File: config.mk
export PLATFORM = sky130hd
export DESIGN_NAME = tx_jabber_ctrl
export DESIGN_NICKNAME = d
export VERILOG_FILES = /design/src/rtl/tx_jabber_pkg.sv /design/src/rtl/jab_run_timer.sv /design/src/rtl/jab_status_reg.sv /design/src/rtl/tx_jabber_ctrl.sv
export SDC_FILE = /design/constraint.sdc
export NUM_CORES = 1
export LEC_CHECK = 0
export ABC_AREA = 1
export ABC_CLOCK_PERIOD_IN_PS = 2900
export BUFFER_PORTS_ARGS = -buffer_cell sky130_fd_sc_hd__buf_4
export CAP_MARGIN = 20
export CORE_MARGIN = 2
export CORE_UTILIZATION = 60
export DETAILED_ROUTE_END_ITERATION = 7
export GPL_ROUTABILITY_DRIVEN = 0
export PLACE_DENSITY = 0.78
export SLEW_MARGIN = 20
export SYNTH_ARGS = -nofsm -noshare
export SYNTH_HDL_FRONTEND = slang
export SYNTH_SLANG_ARGS = --single-unit
File: constraint.sdc
create_clock -name clk_i -period 2.9 [get_ports clk_i]
set_clock_uncertainty 0.1 [all_clocks]
set_input_delay 0.29 -clock clk_i [delete_from_list [all_inputs] [get_ports clk_i]]
set_output_delay 0.29 -clock clk_i [all_outputs]
set_load 0.005 [all_outputs]
File: src/rtl/tx_jabber_pkg.sv
package tx_jabber_pkg;
  typedef enum logic {
    ST_OPEN = 1'b0,
    ST_JAB  = 1'b1
  } jab_state_e;
endpackage

File: src/rtl/jab_run_timer.sv
// Counts consecutive cycles with run_i high; hit_o flags the LIMIT-th.
module jab_run_timer #(
  parameter int LIMIT = 16,
  localparam int CW = $clog2(LIMIT + 1)
) (
  input  logic clk_i,
  input  logic rst_ni,
  input  logic run_i,
  output logic hit_o
);
  localparam logic [CW-1:0] LastCnt = CW'(LIMIT - 1);

  logic [CW-1:0] cnt_q;

  assign hit_o = run_i && (cnt_q == LastCnt);

  always_ff @(posedge clk_i or negedge rst_ni) begin
    if (!rst_ni)                cnt_q <= '0;
    else if (!run_i || hit_o)   cnt_q <= '0;
    else                        cnt_q <= cnt_q + 1'b1;
  end

  p_cnt_in_range_r3: assert property (@(posedge clk_i) disable iff (!rst_ni)
    int'(cnt_q) < LIMIT);
  p_gap_restarts_r3: assert property (@(posedge clk_i) disable iff (!rst_ni)
    !run_i |=> cnt_q == '0);
endmodule

File: src/rtl/jab_status_reg.sv
module jab_status_reg (
  input  logic clk_i,
  input  logic rst_ni,
  input  logic set_i,
  input  logic rd_i,
  input  logic hold_i,
  output logic stat_o
);
  logic stat_q;

  always_ff @(posedge clk_i or negedge rst_ni) begin
    if (!rst_ni)              stat_q <= 1'b0;
    else if (set_i)           stat_q <= 1'b1;
    else if (rd_i && !hold_i) stat_q <= 1'b0;
  end

  assign stat_o = stat_q;

  p_set_wins_r7: assert property (@(posedge clk_i) disable iff (!rst_ni)
    set_i |=> stat_o);
  p_no_clear_while_held_r7: assert property (@(posedge clk_i) disable iff (!rst_ni)
    (hold_i && stat_o) |=> stat_o);
endmodule

File: src/rtl/tx_jabber_ctrl.sv
module tx_jabber_ctrl
  import tx_jabber_pkg::*;
#(
  parameter int JAB_CYCLES   = 5_000_000,
  parameter int UNJAB_CYCLES = 50_000_000
) (
  input  logic clk_i,
  input  logic rst_ni,
  input  logic tx_active_i,
  input  logic rx_active_i,
  input  logic jab_disable_i,
  input  logic stat_rd_i,
  input  logic lp_req_i,
  output logic tx_data_en_o,
  output logic lp_en_o,
  output logic jab_status_o,
  output logic crs_o
);
  jab_state_e state_q, state_d;
  logic jabbed, jab_run, jab_hit, idle_run, unjab_hit;

  assign jabbed   = (state_q == ST_JAB);
  assign jab_run  = tx_active_i && !jabbed && !jab_disable_i;
  assign idle_run = jabbed && !tx_active_i && !jab_disable_i;

  jab_run_timer #(.LIMIT(JAB_CYCLES)) u_burst_tmr (
    .clk_i (clk_i),
    .rst_ni(rst_ni),
    .run_i (jab_run),
    .hit_o (jab_hit)
  );

  jab_run_timer #(.LIMIT(UNJAB_CYCLES)) u_unjab_tmr (
    .clk_i (clk_i),
    .rst_ni(rst_ni),
    .run_i (idle_run),
    .hit_o (unjab_hit)
  );

  always_comb begin
    state_d = state_q;
    if (jab_disable_i)                   state_d = ST_OPEN;
    else if (!jabbed && jab_hit)         state_d = ST_JAB;
    else if (jabbed && unjab_hit)        state_d = ST_OPEN;
  end

  always_ff @(posedge clk_i or negedge rst_ni) begin
    if (!rst_ni) state_q <= ST_OPEN;
    else         state_q <= state_d;
  end

  jab_status_reg u_status (
    .clk_i (clk_i),
    .rst_ni(rst_ni),
    .set_i (jab_hit),
    .rd_i  (stat_rd_i),
    .hold_i(jabbed),
    .stat_o(jab_status_o)
  );

  // Data gated in jabber state; link pulses never gated.
  assign tx_data_en_o = tx_active_i && (!jabbed || jab_disable_i);
  assign lp_en_o      = lp_req_i;
  assign crs_o        = jabbed ? rx_active_i : (rx_active_i || tx_active_i);

  p_entry_sets_status_r6: assert property (@(posedge clk_i) disable iff (!rst_ni)
    $rose(jabbed) |-> jab_status_o);
  p_entry_needs_tx_r2: assert property (@(posedge clk_i) disable iff (!rst_ni)
    $rose(jabbed) |-> $past(tx_active_i));
  p_exit_after_idle_r8: assert property (@(posedge clk_i) disable iff (!rst_ni)
    ($fell(jabbed) && !$past(jab_disable_i)) |-> !$past(tx_active_i));
  p_disable_forces_open_r11: assert property (@(posedge clk_i) disable iff (!rst_ni)
    jab_disable_i |=> !jabbed);
  p_block_when_jabbed_r4: assert property (@(posedge clk_i) disable iff (!rst_ni)
    (jabbed && !jab_disable_i) |-> !tx_data_en_o);
endmodule

# After elaboration in Yosys (flattened, before gate mapping)
# Index checks and enable logic that the tools add are counted.
op_classes:
  n_addsub: 2
  eq_ne: 2
  mux: 8
  reduce_logical: 21
op_table:
  columns: ["op", "n"]
  rows:
  - ["$add A26 B1 Y26 const B", 1]
  - ["$eq A26 B26 Y1 const B", 1]
  - ["$mux W26", 1]
  - ["$add A23 B1 Y23 const B", 1]
  - ["$eq A23 B23 Y1 const B", 1]
  - ["$mux W23", 1]
  - ["$logic_and A1 B1 Y1", 10]
  - ["$mux W1", 6]
  - ["$logic_not A1 Y1", 5]
  - ["$logic_or A1 B1 Y1", 4]
  - ["$reduce_bool A3 Y1", 1]
  - ["$reduce_bool A2 Y1", 1]
word_totals:
  regBits: 51
  inputBits: 7
  out_inout_bits: 4
  wordCells: 37

# Logic depth before layout (Yosys ltp)
depth:
  ltp_word: 8
  ltp_mapped: 10
  depth_no_buf: 10

# By module
# A second synthesis with hierarchy kept.
hier_totals:
  cells_unflattened: 454
  hier_area_um2: 3241.9
modules_own_cells:
  columns: ["mod", "n_inst", "cells_each", "area_each_um2", "seq_area_each_um2"]
  rows:
  - ["jab_run_timer at u_unjab_tmr", 1, 228, 1622.8, 650.6]
  - ["jab_run_timer at u_burst_tmr", 1, 207, 1491.4, 575.6]
  - ["tx_jabber_ctrl", 1, 13, 83.8, 25.0]
  - ["jab_status_reg", 1, 6, 43.8, 25.0]

# Least setup slack after synthesis
# Ideal clock, no wire load.
synth_path:
  kind: "reg-to-reg"
  startpoint: "register u_burst_tmr.cnt_q[0]"
  endpoint: "register u_burst_tmr.cnt_q[11]"
  setup_time_ps: 119
  t_arrival_ps: 1304
  required_ps: 2681
  slack_ps: 1377
  stages_incl_launch_ff: 8
  n_path_buf: 1
  period_less_slack_ps: 1523
  cell_sequence: "dfrtp_1 ha_1 nand3_1 nor2_1 nand3_1 nand2_1 buf_4 nor2_1"
synth_via:
  elab_chain_len: 4
  word_cells_on_any_way: 5
  classes_between: "add/sub (1); eq/ne (1); mux (1); reduce/logical (2)"
synth_rtl:
  columns: ["item", "line_no", "rtl"]
  rows:
  - ["from (decl)", "jab_run_timer.sv:13", "logic [CW-1:0] cnt_q;"]
  - ["from (signal assigned)", "jab_run_timer.sv:20", "else cnt_q <= cnt_q + 1'b1;"]
  - ["branches (longest 3 deep; another with $add A23 B1 Y23)", null, null]
  - ["$mux W23 (*)", "jab_run_timer.sv:19", "else if (!run_i || hit_o) cnt_q <= '0;"]
# Mark *: on every way between the ends.
# A chain may end at the register's enable or synchronous reset.

# Worst setup path in the final report
layout_path:
  startpoint: "register u_burst_tmr.cnt_q[0]"
  endpoint: "register u_burst_tmr.cnt_q[19]"
# Same word-level chain as after synthesis.

==> out/metrics.yaml <==
status: "finished, final reports clean"
syn_area_sq_mm: 0.00301
cts_root_buf: "clkbuf_8"
place.detailed.hpwl_mm: 4.70
worst_pin_slew_ns: 0.727
grt_max_degree: 52
hold_viol_final: 0
drive_above_1_share_pct: 6.25
ant_nets: 0
wl_per_cell_microns: 12.1
cts_max_path_buffers: 2
fin_crit_sh_pct: 69.6
synth_seq_area_share_pct: 42.4
syn_area_per_cell_sq_um: 6.89
layoutNonFillerInstCount: 515
multi_input_area_sq_mm: 0.00152
worstSetupPathType: "register to register"
relSlewSlack_pct: 51.4
nets: 457
p_leak_nw: 1.28
slowest_stage: "nand2_1"
numPortBuffers: 8
numCtsBuffers: 5
slew_viol_final: 0
dr.pass1.iters: 4
rsz0062_at_grt: "no"
fin_setup_tns_ns: 0
fmax_ghz: 0.495
crit_arrival_ns: 2.08
grt_pass1_vias: 2516
crit_path_max_incr_delay_ns: 0.55
post_cts_buffers: 0
p_total_mw: 1.24
cp_cell_sequence: "ha_1 > nand3_1 > nor2_1 > nand3_1 > nand2_1 > nor2_1"
start_util_pct: 62.9
required_ns: 2.96
die_h_microns: 74.8
nFillCells: 441
vdd.ir_drop.worst_v: 0.000312
r2r_cells: 6
cp-end-kind: "register"
placementRows: 25
layout_common_cells: "136 x nand2_1, 121 x nor2_1, 51 x dfrtp_1, 45 x inv_1, 25 x nand3_1"
seq_area_sq_mm: 0.00128
vias: 2572
holdCritPathClass: "primary input to register"
synthCells: 437
gr-total-overflow: 0
final.min_clock_period_ns: 2.02
synth_cell_types: 21
num_io_pins: 11
cts_tree: "done"
critPathLaunchType: "register"
worstHoldPathCells: 4
track_usage_pct: 24.6
die_x_microns: 74.8
drc: 0
crit_fanout: 23
grt_pass1_wl_mm: 10.5
finalSetupViolCount: 0
antenna_cells: 0
synthesis.nets: 446
worst-path-stages: 6
dpl.cell_count: 507
vias_per_cell: 4.99
clkTransAtPathRegs_ns: 0.09
clkLatencyLatePin_ns: 0.31
path_buf_inv: 0
cts_resized: 0
crit_family: "simple AND/OR/NAND/NOR gates"
h-tree-depth: 2
cap_violations: 0
power_density_mw_per_mm2: 384
drtIter0Drc: 153
ys_ff_latch: 51
cts.sinks: 51
wl_mm: 6.25
area_growth_syn_to_layout_pct: 7.15
die_area_sq_mm: 0.00560
synth-warning-count: 0
final_common_cell: "nand2_1"
coreArea_sq_mm: 0.00479
grt_antenna_before_repair: 0
[worst register-to-register path: cells and delay by family, from the launching register on]
family	cells	cell delay (ns)
fa+ha+maj	1	0.21
flops	1	0.44
simple gates	5	1.15
[worst paths after layout]
kind                            slack [ns]            startpoint               endpoint
worst max-delay path                  0.88  u_burst_tmr.cnt_q[0]  u_burst_tmr.cnt_q[19]
worst min-delay path                  0.14             stat_rd_i        u_status.stat_o
worst max register to register        0.88  u_burst_tmr.cnt_q[0]  u_burst_tmr.cnt_q[19]
worst min register to register        0.40       u_status.stat_o        u_status.stat_o
max in group asynchronous             1.82                rst_ni   u_burst_tmr.cnt_q[2]
min in group asynchronous             0.44                rst_ni   u_unjab_tmr.cnt_q[4]
[power breakdown]
part / leakage [nW] / total (mW) / switching [mW] / internal [mW]
combinational: 0.521 / 0.0319 / 0.0227 / 0.00917
sequential: 0.712 / 0.713 / 0.00160 / 0.712
clock: 0.0502 / 0.493 / 0.240 / 0.253
[logic make-up (layout without fill, tap and decap cells)]
family          count (synthesis)  after routing  synth area share [%]
compound gates                  6              6                  1.08
xor+xnor                       27             27                  7.85
fa+ha+maj                       2              2                 0.831
buf+inv                        50             61                  7.10
flops                          51             51                  42.4
simple gates                  301            301                  40.8
[flip-flops by register name, summed over array words and instances, names as in the netlist]
register           count
u_burst_tmr.cnt_q     23
u_status.stat_o        1
jabbed                 1
u_unjab_tmr.cnt_q     26
[layer usage]
metal  wire length, microns  vias to the layer above  track usage [%]
li1                       -                     1338                -
met2                   3330                       38             45.2
met5                      0                        -                0
met4                     95                        0             10.9
met3                    155                       10             4.55
met1                   2670                     1186             27.6
[repair_timing]
item,CTS,global route
setup endpoints to repair,0,0
hold endpoints to repair,51,0
hold buffers,1,0
[final cells by class]
class / instances / share of cell area [%]
clock buffer: 5 / 2.13
clock inverter: 2 / 1.16
inverter: 45 / 5.23
multi-input combinational: 336 / 47.2
sequential: 51 / 39.6
tap: 67 / 2.60
timing repair buffer: 9 / 2.17
[synth_stat cells]
cell type    n  area share (%)
buf_4        3            0.75
nand4_1      4            0.83
xor2_1      14             4.1
nor2_2       4            0.83
inv_1       45             5.6
nor3_1       1            0.17
dfrtp_1     51              42
nor2_4       3             1.1
xnor2_1     13             3.8
nand3_1     25             4.2
nand2_2      5             1.0
ha_1         2            0.83
nand2_1    136              17
o21ai_0      1            0.17
nor2_1     121              15
a21oi_1      3            0.50
o21bai_1     1            0.25
and2_1       1            0.21
nand2_4      1            0.37
buf_6        2            0.75
o21ai_1      1            0.17
[stage by stage]
stage / area [sq um] / util, % / hold slack, ns / worst slack [ns]
6_report: 3230 / 67.4 / 0.136 / 0.880
5_1_grt: 3230 / 67.4 / 0.131 / 0.604
4_1_cts: 3230 / 67.4 / 0.125 / 0.810
3_5_place_dp: 3110 / 65.0 / 0.256 / 0.820
3_3_place_gp: 3110 / 65.0 / 0.247 / 0.924
2_1_floorplan: 3010 / - / -0.106 / 1.38
No activity file was read; power rests on OpenSTA's default activity.
